===== config.mk =====
export PLATFORM = sky130hd
export DESIGN_NAME = hostreg_window
export DESIGN_NICKNAME = d
export VERILOG_FILES = /design/src/rtl/hrw_pkg.sv /design/src/rtl/hrw_decode.sv /design/src/rtl/hrw_srq_gate.sv /design/src/rtl/hrw_irq_status.sv /design/src/rtl/hostreg_window.sv
export SDC_FILE = /design/constraint.sdc
export NUM_CORES = 1
export LEC_CHECK = 0
export BUFFER_PORTS_ARGS = -buffer_cell sky130_fd_sc_hd__buf_4
export CAP_MARGIN = 20
export CORE_MARGIN = 2
export CORE_UTILIZATION = 30
export DETAILED_ROUTE_END_ITERATION = 8
export PLACE_DENSITY = 0.53
export SLEW_MARGIN = 10
export SYNTH_ARGS = -nofsm -noshare
export SYNTH_HDL_FRONTEND = slang
export SYNTH_SLANG_ARGS = --single-unit

===== constraint.sdc =====
create_clock -name clk_i -period 2.7 [get_ports clk_i]
set_input_delay 0.135 -clock clk_i [delete_from_list [all_inputs] [get_ports clk_i]]
set_output_delay 0.135 -clock clk_i [all_outputs]
set_load 0.03 [all_outputs]

===== src/rtl/hrw_pkg.sv =====
package hrw_pkg;

   localparam int unsigned NREG = 8;

   localparam int unsigned IX_RXA = 0;
   localparam int unsigned IX_TXA = 1;
   localparam int unsigned IX_IST = 2;
   localparam int unsigned IX_QBA = 3;
   localparam int unsigned IX_QLN = 4;
   localparam int unsigned IX_SRL = 5;
   localparam int unsigned IX_SRP = 6;
   localparam int unsigned IX_RST = 7;

   // byte offset of each directly mapped register; the soft reset skips 1Ch
   function automatic int unsigned reg_off(input int unsigned idx);
      return (idx == IX_RST) ? 32'd32 : idx * 4;
   endfunction

endpackage


===== src/rtl/hrw_decode.sv =====
module hrw_decode #(
   parameter int unsigned ADDR_W = 6
) (
   input  logic [ADDR_W-1:0]         addr_i,
   output logic [hrw_pkg::NREG-1:0]  sel_o
);

   for (genvar g = 0; g < hrw_pkg::NREG; g++) begin : g_sel
      assign sel_o[g] = (addr_i == ADDR_W'(hrw_pkg::reg_off(g)));
   end

endmodule


===== src/rtl/hrw_srq_gate.sv =====
module hrw_srq_gate #(
   parameter int unsigned        LEN_W       = 16,
   parameter int unsigned        INIT_CYCLES = 8,
   parameter logic [LEN_W-1:0]   INIT_MARK   = '1
) (
   input  logic             clk_i,
   input  logic             rst_ni,
   input  logic             soft_clr_i,
   input  logic             wr_en_i,
   input  logic [LEN_W-1:0] wdata_i,
   input  logic             done_i,
   output logic [LEN_W-1:0] len_view_o,
   output logic [LEN_W-1:0] len_o,
   output logic             start_o,
   output logic             init_busy_o
);

   localparam int unsigned CNT_W = $clog2(INIT_CYCLES + 1);

   logic [CNT_W-1:0] init_cnt;
   logic [LEN_W-1:0] len_q;
   logic             start_q;
   logic             busy_init;
   logic             accept;

   assign busy_init = (init_cnt != '0);
   assign accept    = wr_en_i && !busy_init && (len_q == '0) && (wdata_i != '0);

   always_ff @(posedge clk_i or negedge rst_ni) begin
      if (!rst_ni) begin
         init_cnt <= CNT_W'(INIT_CYCLES);
         len_q    <= '0;
         start_q  <= 1'b0;
      end else if (soft_clr_i) begin
         init_cnt <= CNT_W'(INIT_CYCLES);
         len_q    <= '0;
         start_q  <= 1'b0;
      end else begin
         if (busy_init) begin
            init_cnt <= init_cnt - 1'b1;
         end
         start_q <= accept;
         if (accept) begin
            len_q <= wdata_i;
         end else if (done_i && !busy_init && (len_q != '0)) begin
            len_q <= '0;
         end
      end
   end

   assign len_view_o  = busy_init ? INIT_MARK : len_q;
   assign len_o       = len_q;
   assign start_o     = start_q;
   assign init_busy_o = busy_init;

endmodule


===== src/rtl/hrw_irq_status.sv =====
module hrw_irq_status #(
   parameter int unsigned HALF_W = 16
) (
   input  logic              clk_i,
   input  logic              rst_ni,
   input  logic              soft_clr_i,
   input  logic              wr_en_i,
   input  logic [HALF_W-1:0] rd_wdata_i,
   input  logic              inc_i,
   output logic [HALF_W-1:0] rd_ptr_o,
   output logic [HALF_W-1:0] wr_ptr_o
);

   logic [HALF_W-1:0] rd_q;
   logic [HALF_W-1:0] wr_q;

   always_ff @(posedge clk_i or negedge rst_ni) begin
      if (!rst_ni) begin
         rd_q <= '0;
         wr_q <= '0;
      end else if (soft_clr_i) begin
         rd_q <= '0;
         wr_q <= '0;
      end else begin
         if (wr_en_i) begin
            rd_q <= rd_wdata_i;
         end
         if (inc_i) begin
            wr_q <= wr_q + 1'b1;
         end
      end
   end

   assign rd_ptr_o = rd_q;
   assign wr_ptr_o = wr_q;

endmodule


===== src/rtl/hostreg_window.sv =====
module hostreg_window #(
   parameter int unsigned      ADDR_W      = 6,
   parameter int unsigned      DATA_W      = 32,
   parameter int unsigned      LEN_W       = 16,
   parameter int unsigned      NPORT       = 16,
   parameter int unsigned      INIT_CYCLES = 8,
   parameter logic [LEN_W-1:0] INIT_MARK   = '1,
   parameter logic [DATA_W-1:0] QLEN_RST   = DATA_W'(32'h3FF),
   parameter bit               REG_RDATA   = 1'b1
) (
   input  logic                clk_i,
   input  logic                rst_ni,
   input  logic                req_valid_i,
   input  logic                req_write_i,
   input  logic [ADDR_W-1:0]   req_addr_i,
   input  logic [DATA_W-1:0]   req_wdata_i,
   output logic [DATA_W-1:0]   rd_data_o,
   input  logic [NPORT-1:0]    rx_alive_i,
   input  logic [NPORT-1:0]    tx_alive_i,
   input  logic                irq_wr_inc_i,
   input  logic                eng_done_i,
   output logic                eng_start_o,
   output logic [LEN_W-1:0]    eng_len_o,
   output logic [DATA_W-1:0]   eng_ptr_o,
   output logic [DATA_W/2-1:0] irq_rd_ptr_o,
   output logic [DATA_W-1:0]   irq_q_base_o,
   output logic [DATA_W-1:0]   irq_q_len_o,
   output logic                soft_rst_o
);

   import hrw_pkg::*;

   localparam int unsigned HALF_W = DATA_W / 2;

   // elaboration-time parameter checks
   if (ADDR_W < 6) begin : g_chk_addr
      $error("ADDR_W must reach offset 20h");
   end
   if ((DATA_W % 2) != 0 || DATA_W < 16) begin : g_chk_data
      $error("DATA_W must be even and at least 16");
   end
   if (LEN_W < 1 || LEN_W > DATA_W) begin : g_chk_len
      $error("LEN_W must lie in 1..DATA_W");
   end
   if (NPORT < 1 || NPORT > DATA_W) begin : g_chk_port
      $error("NPORT must lie in 1..DATA_W");
   end
   if (INIT_CYCLES < 1) begin : g_chk_init
      $error("INIT_CYCLES must be at least 1");
   end
   if (INIT_MARK == '0) begin : g_chk_mark
      $error("INIT_MARK must be nonzero");
   end

   logic [NREG-1:0]   sel;
   logic [NREG-1:0]   wr_stb;
   logic              rd_req;
   logic              soft_q;
   logic [DATA_W-1:0] qbase_q;
   logic [DATA_W-1:0] qlen_q;
   logic [DATA_W-1:0] srptr_q;
   logic [LEN_W-1:0]  len_view;
   logic [LEN_W-1:0]  srq_len;
   logic              srq_start;
   logic              init_busy;
   logic [HALF_W-1:0] irq_rd_ptr;
   logic [HALF_W-1:0] irq_wr_ptr;
   logic [DATA_W-1:0] rd_mux;

   hrw_decode #(.ADDR_W(ADDR_W)) u_decode (
      .addr_i (req_addr_i),
      .sel_o  (sel)
   );

   assign wr_stb = (req_valid_i && req_write_i) ? sel : '0;
   assign rd_req = req_valid_i && !req_write_i;

   hrw_srq_gate #(
      .LEN_W       (LEN_W),
      .INIT_CYCLES (INIT_CYCLES),
      .INIT_MARK   (INIT_MARK)
   ) u_gate (
      .clk_i       (clk_i),
      .rst_ni      (rst_ni),
      .soft_clr_i  (soft_q),
      .wr_en_i     (wr_stb[IX_SRL]),
      .wdata_i     (req_wdata_i[LEN_W-1:0]),
      .done_i      (eng_done_i),
      .len_view_o  (len_view),
      .len_o       (srq_len),
      .start_o     (srq_start),
      .init_busy_o (init_busy)
   );

   hrw_irq_status #(.HALF_W(HALF_W)) u_irq (
      .clk_i      (clk_i),
      .rst_ni     (rst_ni),
      .soft_clr_i (soft_q),
      .wr_en_i    (wr_stb[IX_IST]),
      .rd_wdata_i (req_wdata_i[HALF_W-1:0]),
      .inc_i      (irq_wr_inc_i),
      .rd_ptr_o   (irq_rd_ptr),
      .wr_ptr_o   (irq_wr_ptr)
   );

   // plain read/write words and the soft reset pulse
   always_ff @(posedge clk_i or negedge rst_ni) begin
      if (!rst_ni) begin
         qbase_q <= '0;
         qlen_q  <= QLEN_RST;
         srptr_q <= '0;
         soft_q  <= 1'b0;
      end else if (soft_q) begin
         qbase_q <= '0;
         qlen_q  <= QLEN_RST;
         srptr_q <= '0;
         soft_q  <= 1'b0;
      end else begin
         if (wr_stb[IX_QBA]) qbase_q <= req_wdata_i;
         if (wr_stb[IX_QLN]) qlen_q  <= req_wdata_i;
         if (wr_stb[IX_SRP]) srptr_q <= req_wdata_i;
         soft_q <= wr_stb[IX_RST];
      end
   end

   always_comb begin
      rd_mux = '0;
      if (sel[IX_RXA]) rd_mux[NPORT-1:0] = rx_alive_i;
      if (sel[IX_TXA]) rd_mux[NPORT-1:0] = tx_alive_i;
      if (sel[IX_IST]) rd_mux = {irq_wr_ptr, irq_rd_ptr};
      if (sel[IX_QBA]) rd_mux = qbase_q;
      if (sel[IX_QLN]) rd_mux = qlen_q;
      if (sel[IX_SRL]) rd_mux[LEN_W-1:0] = len_view;
      if (sel[IX_SRP]) rd_mux = srptr_q;
   end

   if (REG_RDATA) begin : g_rd_reg
      logic [DATA_W-1:0] rdata_q;
      always_ff @(posedge clk_i or negedge rst_ni) begin
         if (!rst_ni) begin
            rdata_q <= '0;
         end else if (rd_req) begin
            rdata_q <= rd_mux;
         end
      end
      assign rd_data_o = rdata_q;
   end else begin : g_rd_comb
      assign rd_data_o = rd_mux;
   end

   assign eng_start_o  = srq_start;
   assign eng_len_o    = srq_len;
   assign eng_ptr_o    = srptr_q;
   assign irq_rd_ptr_o = irq_rd_ptr;
   assign irq_q_base_o = qbase_q;
   assign irq_q_len_o  = qlen_q;
   assign soft_rst_o   = soft_q;

endmodule


# --- After elaboration in Yosys (flattened, before gate mapping) ---
# Index checks and enable logic that the tools add are counted.
classes:
  n_addsub: 2
  eq_ne: 7
  n_mux: 26
  reduce_logical: 21
ops:
  columns: ["operator", "n"]
  rows:
  - ["two-way mux 32 bit", 10]
  - ["two-way mux 16 bit", 11]
  - ["nonzero test 16 bit", 2]
  - ["equality test 6 x 5 -> 1 bit (second input constant)", 3]
  - ["adder 16 x 1 -> 16 bit (second input constant)", 1]
  - ["zero test 16 bit", 1]
  - ["equality test 6 x 4 -> 1 bit (second input constant)", 2]
  - ["nonzero test 2 bit", 6]
  - ["two-way mux 4 bit", 2]
  - ["two-way mux 8 bit", 1]
  - ["logical AND 1 bit", 7]
  - ["equality test 6 x 3 -> 1 bit (second input constant)", 1]
  - ["equality test 6 bit (second input constant)", 1]
  - ["zero test 6 bit", 1]
  - ["nonzero test 4 bit", 1]
  - ["subtractor 4 x 1 -> 4 bit (second input constant)", 1]
  - ["nonzero test 3 bit", 1]
  - ["zero test 1 bit", 2]
  - ["two-way mux 1 bit", 2]
totals:
  register_bits: 182
  in_bits: 76
  output_inout_bits: 162
  elab_cells: 66

# --- Depth between registers and ports, before layout ---
# Gate-level depths: netlist of run 1.
logic_depth:
  word_depth: 8
  ltp_mapped: 8
  ltp_nobuf: 6

# --- By module ---
# From an unflattened synthesis of run 1, not the netlist that was laid out.
unflattened:
  cells_unflattened: 981
  hier_area_um2: 8931.1
by_module_without_submodules:
  columns: ["mod", "instances", "cells_per_inst", "area_per_inst_um2", "seq_area_each_um2"]
  rows:
  - ["hostreg_window", 1, 753, 6393.6, 3240.6]
  - ["hrw_irq_status", 1, 128, 1436.4, 800.8]
  - ["hrw_srq_gate", 1, 86, 1001.0, 526.8]
  - ["hrw_decode", 1, 14, 100.1, 0.0]

# --- Worst setup path after synthesis of run 1 ---
# Ideal clock, no wire load.
synth_path:
  path_kind: "reg-to-reg"
  from: "register u_gate.init_cnt[0]"
  to: "register u_gate.len_q[10] (netlist: u_gate.len_o[10])"
  setup_ns: 0.066
  arrival_ns: 2.375
  required_time_ns: 2.634
  path_slack_ns: 0.258
  path_stages_with_launch: 8
  path_buffers: 1
  period_less_slack_ns: 2.442
  path_cell_list: "dfrtp_1 -> inv_1 -> ha_1 -> or3b_2 -> or4_4 -> nor4_4 -> buf_6 -> a22o_1"
synth_between:
  elab_chain_cells: 7
  elab_cells_between_ends: 10
  classes_between: "2 x mux; 8 x reduce/logical"
synth_rtl:
  columns: ["element", "line_no", "rtl"]
  rows:
  - ["start: declaration", "hrw_srq_gate.sv:20", "logic [CNT_W-1:0] init_cnt;"]
  - ["start signal: assignment", "hrw_srq_gate.sv:31", "init_cnt <= CNT_W'(INIT_CYCLES);"]
  - ["start signal: assignment", "hrw_srq_gate.sv:35", "init_cnt <= CNT_W'(INIT_CYCLES);"]
  - ["start signal: assignment", "hrw_srq_gate.sv:40", "init_cnt <= init_cnt - 1'b1;"]
  - ["nonzero test 4 bit *", "hrw_srq_gate.sv:26", "assign busy_init = (init_cnt != '0);"]
  - ["zero test 1 bit *", "hrw_srq_gate.sv:27, hrw_srq_gate.sv:45", null]
  - ["logical AND 1 bit (3 in series)", "hrw_srq_gate.sv:27", "assign accept = wr_en_i && !busy_init && (len_q == '0) && (wdata_i != '0);"]
  - ["two-way mux 16 bit", "hrw_srq_gate.sv:43", "if (accept) begin"]
  - ["two-way mux 16 bit", "hrw_srq_gate.sv:34", "end else if (soft_clr_i) begin"]
  - ["end signal: assignment", "hrw_srq_gate.sv:44", "len_q <= wdata_i;"]
  - ["end: declaration", "hrw_srq_gate.sv:21", "logic [LEN_W-1:0] len_q;"]
# Mark *: on every way between the ends. The rest lies on a longest branch, timed or not.
# A chain may end at the register's enable or synchronous reset.

# --- Final worst setup path of run 1 ---
layout_path:
  from: "register u_gate.init_cnt[0]"
  to: "register u_gate.len_q[13] (netlist: u_gate.len_o[13])"
# The elaborated chain is that of the path after synthesis.

==> out/metrics.cfg, run 1 <==
[run_status]
status = finished, final reports clean

[yosys]
synth.distinct_cells = 49
synth_top_family_by_area = simple AND/OR/NAND/NOR gates
synthSimpleGateAreaFrac_pct = 24.17
synth-compound-area-share_pct = 18.20
async_flop_share_pct = 100.0
ys_seq_area_share_pct = 51.12
syn_inst = 1015
synth_xor_area_share_pct = 1.176
synth-seq-cells = 182
synthFlopType = dfrtp_1
synth-edff-count = 0
synth_area_per_cell_sq_um = 8.804
yosys-mux-area-fraction_pct = 1.120
yosysWarnings = 0
synth_area_sq_mm = 0.008936
synth_fa_ha_area_share_pct = 0.2800
synth_nets = 1093

[route]
initialDrtViolationCount = 697
wl_met2_mm = 17.13
wl_per_cell_um = 21.77
wl_met3_mm = 2.605
top_layer = met4
drc = 0
vias = 8735
ant_nets = 0
viasPerCell = 5.275
drt-total-wl_mm = 36.06
dr.pass1.iters = 5
wl_met1_mm = 15.59

[setup_path]
critPathTopFamily = simple AND/OR/NAND/NOR gates
path_max_fanout = 17
path_cells = inv_1, ha_1, or3b_2, or4_4, nor4_4, buf_4, a22o_1
start_kind = register
cp_num_cells = 7
crit_type = register to register
worstSetupEndpointType = register
max_stage_delay_ps = 550
crit_arrival_ps = 2840
reg2regPathDepth = 7
timing.critical_path.buf_inv = 2
required_ps = 3070
slowest_stage = or4_4

[power]
total_power_mw = 7.724
peakVddDrop_mv = 0.4384
leakagePower_nw = 5.453
powerDensity_mw_per_mm2 = 635.9

[floorplan]
die_x_um = 176.6
fp.dieH_um = 176.6
dieArea_sq_mm = 0.03118
start_util_pct = 30.31
num_rows = 63
io_pins = 238
core_sq_mm = 0.02948

[cells_and_area]
drive_gt1_share_pct = 28.54
layout_common_cells = 270 x buf_4, 232 x nand2_1, 170 x dfrtp_1
layout_commonest_cell = buf_4
nets = 1330
area_growth_pct = 35.91
fillers = 2970

[grt]
grt_max_degree = 94
grt_util_all_layers_pct = 23.13
antenna_found_initial = 1
grt_pass1_vias = 8680
grt_pass1_wl_mm = 54.39
grt.overflow.total = 0

[clock_network]
cts_buffer_depth = 2
cts_buffers = 17
h-tree-depth = 4
cts_root_buffer = clkbuf_16
cts_tree = yes
clock_latency_ps = 440
clock_sinks = 182
clkTransAtPathRegs_ps = 80

[timing]
final.setup.tns_ps = 0
max-slew-margin-rel_pct = 50.21
tightestPinTransition_ps = 746.9
clock_skew_ps = 16.56
rsz0062_at_grt = no
drv_slew = 0
setup_viol_count_final = 0
fmax_mhz = 405.4
hold_viol = 0
timing.final.crit_period_ps = 2467
period_share_pct = 91.36

[placed_design]
post-dp-hpwl_mm = 24.91
routabilityCongestion = 0.8920
port_buffers = 237

[min_path]
hp-class = primary input to register
hold_path_depth = 4

[job]
drv_cap = 0

-- tightest hold or removal path, delay by kind of cell --
family                 cells  cell delay, ps
AO/OA/AOI/OAI              1              40
AND/OR/NAND/NOR            2             140
buffers and inverters      1             100
-- path summary, 6_finish.rpt --
| kind | from | endpoint | slack [ps] |
|---|---|---|---|
| setup / recovery | u_gate.init_cnt[0]$_DFFE_PN0P_ | u_gate.len_o[13]$_DFFE_PN0P_ | 230 |
| hold / removal | req_write_i | rd_data_o[16]$_DFFE_PN0P_ | 20 |
| setup reg to reg | u_gate.init_cnt[0]$_DFFE_PN0P_ | u_gate.len_o[13]$_DFFE_PN0P_ | 230 |
| hold reg to reg | irq_q_len_o[0]$_DFFE_PN1P_ | irq_q_len_o[0]$_DFFE_PN1P_ | 510 |
| max in group asynchronous | rst_ni | irq_q_len_o[1]$_DFFE_PN1P_ | 1610 |
| min in group asynchronous | rst_ni | rd_data_o[31]$_DFFE_PN0P_ | 280 |
-- layer usage --
layer | vias up | GRT usage, %
met4 | 0 | 6.749
met5 | - | 0
met3 | 37 | 4.802
li1 | 4041 | -
met2 | 361 | 37.97
met1 | 4296 | 30.79
-- synth_stat cells (12+ instances only) --
| master | instances | area share [%] |
|---|---|---|
| a211oi_1 | 13 | 1.1 |
| a21oi_1 | 142 | 8.0 |
| a22o_1 | 16 | 1.6 |
| a31o_2 | 28 | 2.7 |
| a31oi_1 | 13 | 0.91 |
| and3b_1 | 24 | 2.4 |
| clkbuf_1 | 84 | 3.5 |
| dfrtp_1 | 171 | 48 |
| nand2_1 | 232 | 9.7 |
| nand3_1 | 53 | 3.0 |
| nor2_1 | 60 | 2.5 |
| nor3_1 | 20 | 1.1 |
| o21ai_0 | 30 | 1.7 |
| o2bb2ai_1 | 12 | 1.2 |
| or3_1 | 15 | 1.1 |
-- where the power goes --
group          total [mW]  internal, mW  switching [mW]
clock                2.58          1.26            1.32
combinational        1.79         0.695            1.09
sequential           3.36          3.05           0.307
total                7.72          5.01            2.72
-- cells by family (layout without fill, tap and decap cells) --
logic type,after synthesis,after routing
mux,5,5
simple gates,457,457
other cells,0,1
flops,182,182
buf+inv,91,341
fa+ha+maj,2,2
xor+xnor,12,12
compound gates,266,266
-- per-stage QoR --
stage	setup WS, ps	instance area, sq um	instances	hold slack (ps)	utilization [%]
2_1_floorplan	258.2	8936	1015	-160.6	-
3_3_place_gp	308.6	11230	1592	194.1	38.09
3_5_place_dp	249.8	11230	1592	198.5	38.09
4_1_cts	226.4	12140	1655	4.117	41.19
5_1_grt	70.19	12150	1656	7.669	41.20
6_report	233.3	12150	1656	16.41	41.20
-- cell type report --
| cell class | instances | area, sq um | share of cell area [%] |
|---|---|---|---|
| multi-input combinational | 742 | 4040 | 33.26 |
| clock inverter | 15 | 177.7 | 1.463 |
| inverter | 3 | 11.26 | 0.09272 |
| sequential | 182 | 4572 | 37.64 |
| tap | 390 | 488.0 | 4.018 |
| clock buffer | 17 | 425.4 | 3.503 |
| timing repair buffer | 306 | 2429 | 20.00 |
| antenna | 1 | 2.502 | 0.02060 |
-- sequential cells by signal, indices dropped and copies added (netlist names) --
signal and count:
u_gate.len_o 16, soft_rst_o 1, eng_ptr_o 32, irq_q_base_o 32
irq_q_len_o 32, u_gate.start_o 1, u_gate.init_cnt 4, u_irq.rd_ptr_o 16
u_irq.wr_ptr_o 16, rd_data_o 32
-- timing repair --
| item | CTS | global route |
|---|---|---|
| hold endpoints to repair | 147 | 0 |
| hold buffers | 31 | 0 |
| gates resized for setup | 0 | 0 |
| setup buffers | 0 | 0 |
(Power assumes the default switching activity.)
==> inputs of run 2 (changes only) <==
--- a/config.mk
+++ b/config.mk
@@ -6,4 +6,5 @@
 export NUM_CORES = 1
 export LEC_CHECK = 0
+export ABC_CLOCK_PERIOD_IN_PS = 2530
 export BUFFER_PORTS_ARGS = -buffer_cell sky130_fd_sc_hd__buf_4
 export CAP_MARGIN = 20
==> constraint.sdc (replaced) <==
create_clock -name clk_i -period 2.53 [get_ports clk_i]
set_input_delay 0.253 -clock clk_i [delete_from_list [all_inputs] [get_ports clk_i]]
set_output_delay 0.253 -clock clk_i [all_outputs]
set_load 0.03 [all_outputs]
==> out/metrics.cfg, run 2 (synthesis results as in run 1) <==
[power]
leakagePower_nw = 5.372
swShare_pct = 35.59
total_power_mw = 8.324
peakVddDrop_mv = 0.4422
seq_power_share_pct = 43.2
p_comb_share_pct = 22.5
power_switching_mw = 2.963
powerDensity_mw_per_mm2 = 697.9
p_int_mw = 5.362
power_frac_clock_pct = 34.3

[route]
wl_met2_mm = 16.55
viasPerCell = 5.371
wl_per_cell_um = 21.92
initialDrtViolationCount = 664
drc = 0
dr.pass1.iters = 6
vias = 8750
wl_met1_mm = 15.14
ant_nets = 0
wl_met3_mm = 2.923
top_layer = met5
drt-total-wl_mm = 35.71

[grt]
grt.overflow.total = 0
grt_max_degree = 82
grt_pass1_wl_mm = 53.45
grt_util_all_layers_pct = 22.88
grt_pass1_vias = 8434
antenna_found_initial = 1

[timing]
fmax_mhz = 416.9
rsz0062_at_grt = no
clock_skew_ps = 21.97
tightestPinTransition_ps = 798.3
drv_slew = 0
hold_viol = 0
max-slew-margin-rel_pct = 46.54
period_share_pct = 94.81
timing.final.crit_period_ps = 2399
setup_ws_ps = 131.4
setup_viol_count_final = 0
final.setup.tns_ps = 0

[clock_network]
cts_root_buffer = clkbuf_16
h-tree-depth = 4
clock_sinks = 182
cts_tree = yes
cts_buffers = 17
clock_latency_ps = 450
clkTransAtPathRegs_ps = 90
cts_buffer_depth = 2
postCtsSetupRepairBufs = 0

[setup_path]
timing.critical_path.buf_inv = 2
crit_arrival_ps = 2790
max_stage_delay_ps = 540
crit_type = register to register
required_ps = 2920
start_kind = register
slowest_stage = or4_4
cp_num_cells = 7
worstSetupEndpointType = register
path_cells = inv_1, ha_1, or3b_2, or4_4, nor4_4, buf_4, a22o_1
critPathTopFamily = simple AND/OR/NAND/NOR gates
reg2regPathDepth = 7
r2r_start = u_gate.init_cnt[0]$_DFFE_PN0P_
crit_start = u_gate.init_cnt[0]$_DFFE_PN0P_
path_max_fanout = 8

[placed_design]
dp_slack_ps = 71.48
routabilityCongestion = 0.8855
port_buffers = 237
post-dp-hpwl_mm = 24.91

[min_path]
hold_path_depth = 3
hp-class = primary input to register
holdCritStartpoint = req_wdata_i[20]

[floorplan]
dieArea_sq_mm = 0.03118
die_x_um = 176.6
io_pins = 238
num_rows = 63
start_util_pct = 30.31
core_sq_mm = 0.02948
fp.dieH_um = 176.6

[cells_and_area]
drive_gt1_share_pct = 29.46
area_growth_pct = 33.48
fillers = 3041
nets = 1304
layout_common_cells = 272 x buf_4, 232 x nand2_1, 170 x dfrtp_1
antenna_cells = 0
layout_commonest_cell = buf_4

[job]
drv_cap = 0

[run_status]
status = finished, final reports clean

==> run 2: final cells by class <==
type	instances	area [sq um]	area share (%)
Clock buffer	17	425.4	3.567
Clock inverter	15	216.5	1.815
Inverter	3	11.26	0.09441
Multi-Input combinational cell	742	4040	33.87
Sequential cell	182	4572	38.33
Tap cell	390	488.0	4.091
Timing Repair Buffer	280	2175	18.23
==> run 2: worst register-to-register path: cells and delay by family (launching register included) <==
kind / cells / cell delay, ps
AOI/OAI and AO/OA: 1 / 150
adders and majority gates: 1 / 230
buffers and inverters: 2 / 330
DFF: 1 / 390
and+or+nand+nor: 3 / 1260
==> run 2: metal layers <==
metal	vias to the layer above	track usage, %
met5	-	0
met4	2	8.023
met3	47	5.922
met2	383	35.77
met1	4324	30.65
li1	3994	-
==> run 2: repair_timing <==
| item | in CTS | in global routing |
|---|---|---|
| hold endpoints to repair | 60 | 0 |
| resized for setup | 0 | 3 |
| setup endpoints to repair | 0 | 16 |
| hold buffers | 1 | 0 |
==> run 2: stage by stage <==
step | cells | hold slack (ps) | area, sq um | util, %
after floorplan | 1015 | -42.59 | 8936 | -
after global placement | 1595 | 308.9 | 11260 | 38.21
after detailed placement | 1595 | 301.9 | 11260 | 38.21
after CTS | 1628 | 52.53 | 11920 | 40.42
after global routing | 1629 | 54.17 | 11930 | 40.46
final | 1629 | 64.08 | 11930 | 40.46
==> run 2: final timing paths <==
kind	end	slack [ps]
max in group asynchronous	irq_q_base_o[12]$_DFFE_PN0P_	1290
worst max register to register	u_gate.len_o[10]$_DFFE_PN0P_	130
worst min register to register	irq_q_len_o[4]$_DFFE_PN1P_	510
worst max-delay path	u_gate.len_o[10]$_DFFE_PN0P_	130
worst min-delay path	irq_q_len_o[20]$_DFFE_PN0P_	60
min in group asynchronous	rd_data_o[31]$_DFFE_PN0P_	390
==> run 2: power by group through the flow <==
stage                     logic (mW)  clock network, mW  registers [mW]
final                           1.88               2.86            3.59
after global routing            2.02               3.02            3.63
after CTS                       1.89               2.90            3.59
after detailed placement        1.88                  0            3.64
after global placement          1.86                  0            3.64
after floorplan                0.596                  0            4.02
